===== src/rtl/tdm_slot_pkg.sv =====
// Shared types for the TDM slot selector.
// Assumes: the transmit policy is a two-bit code whose values the outside world relies on.
package tdm_slot_pkg;
    typedef enum logic [1:0] {
        TXM_ALL    = 2'b00,
        TXM_SELECT = 2'b01,
        TXM_MASK   = 2'b10,
        TXM_SYMM   = 2'b11
    } tx_mode_e;
endpackage


===== src/rtl/tdm_slot_counter.sv =====
// Element position tracker: holds the current element index and the in-frame flag,
// and raises a pulse when a subframe of SUB_CH channels completes.
// Assumes: the strobes are one cycle wide, and frame_last is below SLOTS.
module tdm_slot_counter #(
    parameter int SLOTS  = 128,
    parameter int SUB_CH = 16,
    localparam int IDXW = $clog2(SLOTS),
    localparam int SUBW = $clog2(SUB_CH)
) (
    input  logic            clk,
    input  logic            rst_n,
    input  logic            frame_start,
    input  logic            elem_done,
    input  logic [IDXW-1:0] frame_last,
    output logic [IDXW-1:0] idx,
    output logic            active,
    output logic            sub_end
);
    localparam logic [IDXW-1:0] IDX_MAX = IDXW'(SLOTS - 1);

    logic sub_last;
    assign sub_last = (idx[SUBW-1:0] == {SUBW{1'b1}});

    // Advance the index; frame_start has priority; the index saturates at the top.
    always_ff @(posedge clk) begin
        if (!rst_n) begin
            idx    <= '0;
            active <= 1'b0;
        end else if (frame_start) begin
            idx    <= '0;
            active <= 1'b1;
        end else if (elem_done && active) begin
            if (idx == frame_last)
                active <= 1'b0;
            else if (idx != IDX_MAX)
                idx <= idx + 1'b1;
        end
    end

    // One-cycle subframe boundary pulse.
    always_ff @(posedge clk) begin
        if (!rst_n)
            sub_end <= 1'b0;
        else
            sub_end <= elem_done && active && !frame_start && sub_last;
    end

    a_r2_start_zero: assert property (@(posedge clk) disable iff (!rst_n)
        frame_start |=> (idx == '0) && active);
    a_r2_step_one: assert property (@(posedge clk) disable iff (!rst_n)
        (elem_done && active && !frame_start && idx != frame_last && idx != IDX_MAX)
        |=> idx == $past(idx) + 1'b1);
    a_r11_single_pulse: assert property (@(posedge clk) disable iff (!rst_n)
        sub_end |=> !sub_end);
endmodule


===== src/rtl/tdm_chan_lookup.sv =====
// Channel selection lookup: decides whether element idx is selected, either through
// the two 16-channel partitions (A on even subframes, B on odd) or through a wide mask.
// Assumes: SLOTS / SUB_CH is even, so the partitions pair up the subframes.
module tdm_chan_lookup #(
    parameter int SLOTS  = 128,
    parameter int SUB_CH = 16,
    localparam int IDXW  = $clog2(SLOTS),
    localparam int SUBW  = $clog2(SUB_CH),
    localparam int NSUB  = SLOTS / SUB_CH,
    localparam int PSELW = $clog2(NSUB / 2)
) (
    input  logic [IDXW-1:0]   idx,
    input  logic              wide_mode,
    input  logic [PSELW-1:0]  part_a,
    input  logic [PSELW-1:0]  part_b,
    input  logic [SUB_CH-1:0] mask_a,
    input  logic [SUB_CH-1:0] mask_b,
    input  logic [SLOTS-1:0]  mask_wide,
    output logic              hit
);
    logic [IDXW-SUBW-1:0] sub_no;
    logic [SUBW-1:0]      pos;
    logic [NSUB-1:0]      sub_hit;

    assign sub_no = idx[IDXW-1:SUBW];
    assign pos    = idx[SUBW-1:0];

    // Per-subframe decision: even subframes are owned by A, odd ones by B.
    for (genvar s = 0; s < NSUB; s++) begin : g_sub
        if (s % 2 == 0) begin : g_even
            assign sub_hit[s] = (part_a == PSELW'(s / 2)) && mask_a[pos];
        end else begin : g_odd
            assign sub_hit[s] = (part_b == PSELW'(s / 2)) && mask_b[pos];
        end
    end

    // Pick the wide mask or the partition result for the current element.
    always_comb begin
        if (wide_mode)
            hit = mask_wide[idx];
        else
            hit = sub_hit[sub_no];
    end
endmodule


===== src/rtl/tdm_tx_gate.sv =====
// Qualifier gating: turns the in-frame flag and the receive and transmit selections
// into the store, load and pin-drive qualifiers under the chosen transmit policy.
// Assumes: the hit inputs belong to the current element.
module tdm_tx_gate
    import tdm_slot_pkg::*;
(
    input  logic     clk,
    input  logic     rst_n,
    input  logic     active,
    input  logic     rx_sel_on,
    input  tx_mode_e mode,
    input  logic     rx_hit,
    input  logic     tx_hit,
    output logic     rx_store,
    output logic     tx_load,
    output logic     dx_oe
);
    // Receive keep decision.
    always_comb rx_store = active && (!rx_sel_on || rx_hit);

    // Transmit load and pin drive per policy.
    always_comb begin
        unique case (mode)
            TXM_ALL: begin
                tx_load = active;
                dx_oe   = active;
            end
            TXM_SELECT: begin
                tx_load = active && tx_hit;
                dx_oe   = active && tx_hit;
            end
            TXM_MASK: begin
                tx_load = active;
                dx_oe   = active && tx_hit;
            end
            default: begin
                tx_load = active && rx_hit;
                dx_oe   = active && rx_hit && tx_hit;
            end
        endcase
    end

    a_r9_drive_needs_load: assert property (@(posedge clk) disable iff (!rst_n)
        dx_oe |-> tx_load);
    a_r10_symm_subset: assert property (@(posedge clk) disable iff (!rst_n)
        (mode == TXM_SYMM && tx_load) |-> rx_hit);
endmodule


===== src/rtl/tdm_slot_sel.sv =====
// TDM multichannel slot selector top: an element tracker, two channel lookups
// (receive and transmit) and the qualifier gating.
// Assumes: the configuration is steady while it is in use, except the partition
// selects, which may change at subframe boundaries.
module tdm_slot_sel
    import tdm_slot_pkg::*;
#(
    parameter int SLOTS  = 128,
    parameter int SUB_CH = 16,
    localparam int IDXW  = $clog2(SLOTS),
    localparam int PSELW = $clog2(SLOTS / SUB_CH / 2)
) (
    input  logic              clk,
    input  logic              rst_n,
    input  logic              frame_start,
    input  logic              elem_done,
    input  logic [IDXW-1:0]   frame_last,
    input  logic              wide_mode,
    input  logic              rx_sel_on,
    input  logic [1:0]        tx_mode,
    input  logic [PSELW-1:0]  rx_part_a,
    input  logic [PSELW-1:0]  rx_part_b,
    input  logic [SUB_CH-1:0] rx_mask_a,
    input  logic [SUB_CH-1:0] rx_mask_b,
    input  logic [SLOTS-1:0]  rx_mask_wide,
    input  logic [PSELW-1:0]  tx_part_a,
    input  logic [PSELW-1:0]  tx_part_b,
    input  logic [SUB_CH-1:0] tx_mask_a,
    input  logic [SUB_CH-1:0] tx_mask_b,
    input  logic [SLOTS-1:0]  tx_mask_wide,
    output logic              rx_store,
    output logic              tx_load,
    output logic              dx_oe,
    output logic              subframe_end
);
    logic [IDXW-1:0] idx;
    logic            active;
    logic            rx_hit;
    logic            tx_hit;

    tdm_slot_counter #(.SLOTS(SLOTS), .SUB_CH(SUB_CH)) u_cnt (
        .clk(clk), .rst_n(rst_n), .frame_start(frame_start), .elem_done(elem_done),
        .frame_last(frame_last), .idx(idx), .active(active), .sub_end(subframe_end)
    );

    tdm_chan_lookup #(.SLOTS(SLOTS), .SUB_CH(SUB_CH)) u_rx_lkp (
        .idx(idx), .wide_mode(wide_mode), .part_a(rx_part_a), .part_b(rx_part_b),
        .mask_a(rx_mask_a), .mask_b(rx_mask_b), .mask_wide(rx_mask_wide), .hit(rx_hit)
    );

    tdm_chan_lookup #(.SLOTS(SLOTS), .SUB_CH(SUB_CH)) u_tx_lkp (
        .idx(idx), .wide_mode(wide_mode), .part_a(tx_part_a), .part_b(tx_part_b),
        .mask_a(tx_mask_a), .mask_b(tx_mask_b), .mask_wide(tx_mask_wide), .hit(tx_hit)
    );

    tdm_tx_gate u_gate (
        .clk(clk), .rst_n(rst_n), .active(active), .rx_sel_on(rx_sel_on),
        .mode(tx_mode_e'(tx_mode)), .rx_hit(rx_hit), .tx_hit(tx_hit),
        .rx_store(rx_store), .tx_load(tx_load), .dx_oe(dx_oe)
    );

    a_r12_gap_quiet: assert property (@(posedge clk) disable iff (!rst_n)
        !active |-> !rx_store && !tx_load && !dx_oe);
    a_r11_pulse_after_done: assert property (@(posedge clk) disable iff (!rst_n)
        subframe_end |-> $past(elem_done) && $past(active));
endmodule


===== config.mk =====
export PLATFORM = sky130hd
export DESIGN_NAME = tdm_slot_sel
export DESIGN_NICKNAME = d
export VERILOG_FILES = /design/src/rtl/tdm_slot_pkg.sv /design/src/rtl/tdm_slot_counter.sv /design/src/rtl/tdm_chan_lookup.sv /design/src/rtl/tdm_tx_gate.sv /design/src/rtl/tdm_slot_sel.sv
export SDC_FILE = /design/constraint.sdc
export NUM_CORES = 1
export LEC_CHECK = 0
export CAP_MARGIN = 10
export CORE_AREA = 2 2 135 137
export CTS_CLUSTER_SIZE = 25
export DETAILED_ROUTE_END_ITERATION = 10
export DIE_AREA = 0 0 137 139
export SLEW_MARGIN = 20
export SYNTH_ARGS = -nofsm -noshare
export SYNTH_HDL_FRONTEND = slang
export SYNTH_SLANG_ARGS = --single-unit
export TNS_END_PERCENT = 1

===== constraint.sdc =====
create_clock -name clk -period 6.51 [get_ports clk]
set_clock_uncertainty 0.2 [all_clocks]
set_input_delay 1.6275 -clock clk [delete_from_list [all_inputs] [get_ports clk]]
set_output_delay 1.6275 -clock clk [all_outputs]
set_load 0.01 [all_outputs]

Yosys cells after proc, flatten, opt, wreduce, memory -nomap -nowiden:

Cells that the tools add are included.

* output and inout bits: 4
* bits in registers: 9

* order comparisons: 3
* $add $sub $neg: 1
* bitwise gates (word level): 2
* equal/unequal tests: 17
* multiplexer cells: 23
* reduce and logical (&&, ||, !) cells: 38

Operator list (number)
* 1-bit logical AND: 23
* 2-bit equality test, second input constant: 9
* 1-bit binary-select mux with 4-bit select: 4
* 1-bit binary-select mux with 7-bit select: 2
* 1-bit two-way mux: 13
* 2-bit by 1-bit equality test with 1-bit output, second input constant: 5
* 2-bit logical NOT: 5
* 7-bit by 8-bit < comparator with 1-bit output, second input constant: 1
* 7-bit by 1-bit adder with 7-bit output, second input constant: 1
* 7-bit equality test: 1
* 7-bit inequality test, second input constant: 1
* 1-bit binary-select mux with 3-bit select: 2
* 2-bit OR reduction: 3
* 4-bit by 5-bit < comparator with 1-bit output, second input constant: 1
* 4-bit equality test, second input constant: 1
* 3-bit by 4-bit < comparator with 1-bit output, second input constant: 1
* 1-bit one-hot mux with 2 select lines: 2
* 2-bit nonzero test: 2
* 3-bit AND reduction: 1
* 1-bit logical NOT: 2
* 1-bit NOT: 2
* 2-bit AND reduction: 1
* 1-bit logical OR: 1

Logic depth before layout (Yosys ltp):

* word-level depth: 9
* depth in mapped cells: 12
* gate-level depth less buffers: 8

Cells and area by module:

Synthesis repeated with hierarchy kept, for this count alone.

* cell total of the unflattened synthesis: 398
* area total of the unflattened synthesis: 3811.2 µm²

Modules (own cells, without submodules)
* tdm_chan_lookup: area each 1611.5 µm², instances 2, cells each 164
* tdm_slot_counter: area each 471.7 µm², instances 1, cells each 55
* tdm_tx_gate: area each 116.4 µm², instances 1, cells each 15

Least setup slack after synthesis:

Ideal clock, no wire load.

* path kind: in2out
* start point: in tx_mask_a[1]
* end point: out tx_load
* path slack: 1.490 ns
* buffers on the path: 0
* arrival time: 3.192 ns
* stages on the path: 8
* required time: 4.682 ns
* cells stage by stage: mux4_2 nor2b_1 a211oi_1 a2111o_1 nor4_1 a311oi_1 a31o_1 a221oi_2

* cells in the longest elaborated chain, start to end: 8
* elaborated cells between the ends (all ways): 11

Ends and longest elaborated chain
* start, declared: line tdm_slot_sel.sv:28 `input logic [SUB_CH-1:0] tx_mask_a,`
* 1-bit binary-select mux with 4-bit select (*): line tdm_chan_lookup.sv:31 `assign sub_hit[s] = (part_a == PSELW'(s / 2)) && mask_a[pos];`
* 1-bit two-way mux (not written as such) (*): line tdm_chan_lookup.sv:31
* 1-bit logical AND: line tdm_chan_lookup.sv:31
* 1-bit binary-select mux with 3-bit select (*): line tdm_chan_lookup.sv:42 `hit = sub_hit[sub_no];`
* 1-bit two-way mux (not written as such) (*): line tdm_chan_lookup.sv:42
* 1-bit two-way mux (*): line tdm_chan_lookup.sv:39 `if (wide_mode)`
* 1-bit logical AND (*): line tdm_tx_gate.sv:29 `tx_load = active && tx_hit;`
* 1-bit one-hot mux with 2 select lines (*): line tdm_tx_gate.sv:23 `unique case (mode)`
* end, declared: line tdm_slot_sel.sv:32 `output logic tx_load,`

Every way passes the cells marked *; elsewhere a longest branch is shown, timed or not. The select of a mux whose other input is x is not followed.

Worst setup path after layout:

* start point: in tx_mask_a[5]
* end point: out tx_load

Same word-level chain as after synthesis.

==> results.sh <==
export IMPL_syn_inst=333
export IMPL_drtIter0Drc=193
export IMPL_fin_cells=888
export IMPL_clk_latency_ns=0.23
export IMPL_antenna_found_initial=1
export IMPL_synth_commonest_cells="mux4_2 (61), mux2i_1 (31), a22oi_1 (18), nand2_1 (16), nor2_1 (16)"
export IMPL_synthesis_area_mm2=0.00354
export IMPL_place_ws_ns=0.271
export IMPL_wl_met1_um=8250
export IMPL_cts_resized=0
export IMPL_area_growth_pct=105
export IMPL_synth_warnings=0
export IMPL_dp_cells=883
export IMPL_die_area_mm2=0.0190
export IMPL_fin_setup_tns_ns=0
export IMPL_status="complete, no violations"
export IMPL_core_mm2=0.0177
export IMPL_ys_seq_elements=9
export IMPL_dr_pass1_iters=4
export IMPL_holdWs_ns=0.295
export IMPL_grt_max_degree=62
export IMPL_r2r_start="u_cnt.idx[0]"
export IMPL_yosys_area_top_type_share=0.388
export IMPL_p_per_area_mw_per_mm2=66.4
export IMPL_comb_power_share=0.650
export IMPL_yosysSeqAreaShare=0.0509
export IMPL_die_h_um=139
export IMPL_fin_util=0.410
export IMPL_grt_pass1_wl_um=30000
export IMPL_critical_path_max_stage_delay_ns=0.57
export IMPL_finalHoldViolations=0
export IMPL_drcViolationCount=0
export IMPL_cts_sinks=9
export IMPL_syn_nets=681
export IMPL_crit_chain="clkdlybuf4s50_1 > mux4_2 > nor2b_1 > a211oi_1 > a2111o_1 > nor4_1 > a311oi_1 > a31o_1 > a221oi_2 > clkdlybuf4s50_1"
export IMPL_min_to="u_cnt.sub_end"
export IMPL_synth_most_common_cell="mux4_2"
export IMPL_top_layer_used="met4"
export IMPL_reg2reg_depth=10
export IMPL_ant_nets=0
export IMPL_synth_cell_types=58
export IMPL_viasPerCell=4.99
export IMPL_critPathArrivalTime_ns=4.40
export IMPL_wl_met3_um=1180
export IMPL_die_x_um=137
export IMPL_critPathBufInv=2
export IMPL_path_clk_slew_ns=0.04
export IMPL_routed_wl_um=20600
export IMPL_intPower_w=0.000377
export IMPL_io_buffers=346
export IMPL_critPathLaunch="tx_mask_a[5]"
export IMPL_post_cts_setup_buffers=0
export IMPL_synth_edff_count=0
export IMPL_wl_per_cell_um=23.2
export IMPL_maxCapViolations=0
export IMPL_rr_endpoint="u_cnt.idx[4]"
export IMPL_async_flop_share=0
export IMPL_cts_buffer_depth=2
export IMPL_rsz0062_at_grt="false"
export IMPL_grt_pass1_vias=4924
export IMPL_synthTopCellsByArea="mux4_2 (39%), mux2i_1 (8.8%), dfxtp_1 (5.1%)"
export IMPL_pwr_share_seq=0.125
export IMPL_reg2reg_slack_ns=3.54
export IMPL_synth_ff_type="dfxtp_1"
export IMPL_p_switching_w=0.000104
export IMPL_path_common_cell="clkdlybuf4s50_1"
export IMPL_cts_tree="built"
export IMPL_finalNetCount=1007
export IMPL_fmax_mhz=160
export IMPL_grt_overflow=0
export IMPL_hold_path_class="register to register"
export IMPL_cp_end_kind="output port"
export IMPL_grt_use_total=0.211
export IMPL_rows=49
export IMPL_critical_path_top_delay_family="compound AO/OA/AOI/OAI gates"
export IMPL_hold_depth=2
export IMPL_cts_buffers=3
export IMPL_slew_headroom=0.352
export IMPL_layout_drive_gt1_share=0.141
export IMPL_clkPwrFrac=0.225
export IMPL_place_congestion=0.949
export IMPL_slew_violations=0
export IMPL_yosysTopAreaCell="mux4_2"
export IMPL_setup_viol_count_final=0
export IMPL_io_pins=347
export IMPL_num_vias=4431
export IMPL_htreeDepth=1
export IMPL_swShare=0.216
export IMPL_fin_crit_sh=0.957
export IMPL_hold_path_startpoint="u_cnt.active"
export IMPL_wl_met2_um=11000
export IMPL_cts_hold_buffers=0
export IMPL_worst_slack_ns=0.279
export IMPL_cp_slowest_cell="clkdlybuf4s50_1"
export IMPL_dp_hpwl_um=17600
export IMPL_cp_required_ns=4.68
export IMPL_crit_path_start_kind="primary input"
export IMPL_cts_root_buf="clkbuf_16"
export IMPL_crit_path_max_fanout=2
export IMPL_nFillCells=1678
export IMPL_leakagePower_nw=2.35
export IMPL_vdd_drop_max_v=0.000107
export IMPL_path_class="primary input to output port"
export IMPL_period_minus_slack_ns=6.23
export IMPL_synth_area_per_cell_um2=10.6
export IMPL_start_util=0.200
export IMPL_worst_pin_slew_ns=0.970
[layout make-up]
cell class	instances	area [um^2]	share of cell area
Timing Repair Buffer	358	3580	0.494
Multi-Input combinational cell	280	3080	0.425
Tap cell	229	287	0.0396
Sequential cell	9	189	0.0261
Clock buffer	4	78.8	0.0109
Inverter	7	26.3	0.00363
Antenna cell	1	2.50	0.000346
[logic make-up after synthesis]
family,count (synthesis),synth area share
xor+xnor,18,0.0446
fa+ha+maj,5,0.0177
flops,9,0.0509
compound gates,66,0.138
simple gates,86,0.131
mux,105,0.539
buf+inv,44,0.0792
[power groups by stage]
| stage | registers (W) | logic [W] | clock network, W |
|---|---|---|---|
| 6_report | 0.0000602 | 0.000312 | 0.000108 |
| 4_1_cts | 0.0000605 | 0.000315 | 0.000109 |
| 5_1_grt | 0.0000608 | 0.000332 | 0.000112 |
| 3_5_place_dp | 0.0000614 | 0.000313 | 0 |
| 2_1_floorplan | 0.0000573 | 0.0000870 | 0 |
| 3_3_place_gp | 0.0000614 | 0.000309 | 0 |
[worst max path at each step]
stage,to,slack (ns),cells after the start
2_1_floorplan,tx_load,1.49,8
3_3_place_gp,tx_load,0.27,10
3_5_place_dp,tx_load,0.27,10
4_1_cts,tx_load,0.26,10
5_1_grt,tx_load,0.12,10
6_report,tx_load,0.28,10
[layer usage]
metal / GRT usage / vias up
met5: 0 / -
met4: 0.0266 / 0
met3: 0.0234 / 18
met2: 0.395 / 201
met1: 0.262 / 2177
li1: - / 2035
[state kept, by name, indices dropped and copies added (netlist names)]
signal         cells
u_cnt.sub_end      1
u_cnt.idx          7
u_cnt.active       1
[metrics by stage]
| stage | cell area [um^2] | total power (W) |
|---|---|---|
| after global routing | 7240 | 0.000504 |
| after global placement | 7160 | 0.000370 |
| after floorplan | 3540 | 0.000144 |
| after detailed placement | 7160 | 0.000375 |
| after CTS | 7240 | 0.000485 |
| final | 7240 | 0.000480 |
[cell usage in the layout (no fill, tap or decap), types with 3 or more instances in the layout]
cell / n
inv_1: 6
o21ai_0: 3
clkbuf_16: 3
mux4_2: 61
nand2_1: 16
o21ai_1: 3
mux2i_1: 31
nand3_1: 8
nor4_1: 4
a211oi_1: 5
nand2b_1: 5
buf_4: 10
nor2b_1: 8
xor2_1: 9
dfxtp_1: 6
nor2_1: 16
a21oi_1: 12
nand3b_1: 3
a22oi_1: 18
nor3_1: 6
a221oi_1: 3
mux2_2: 8
xnor2_1: 9
mux4_1: 5
clkdlybuf4s50_1: 346
nand4_1: 7
ha_1: 5
[worst min-delay path, stage by stage (launching register included)]
cell and delay [ns]:
dfxtp_1 0.31, nand2_1 0.07, nor3_1 0.06
No activity file was read; power rests on OpenSTA's default activity.
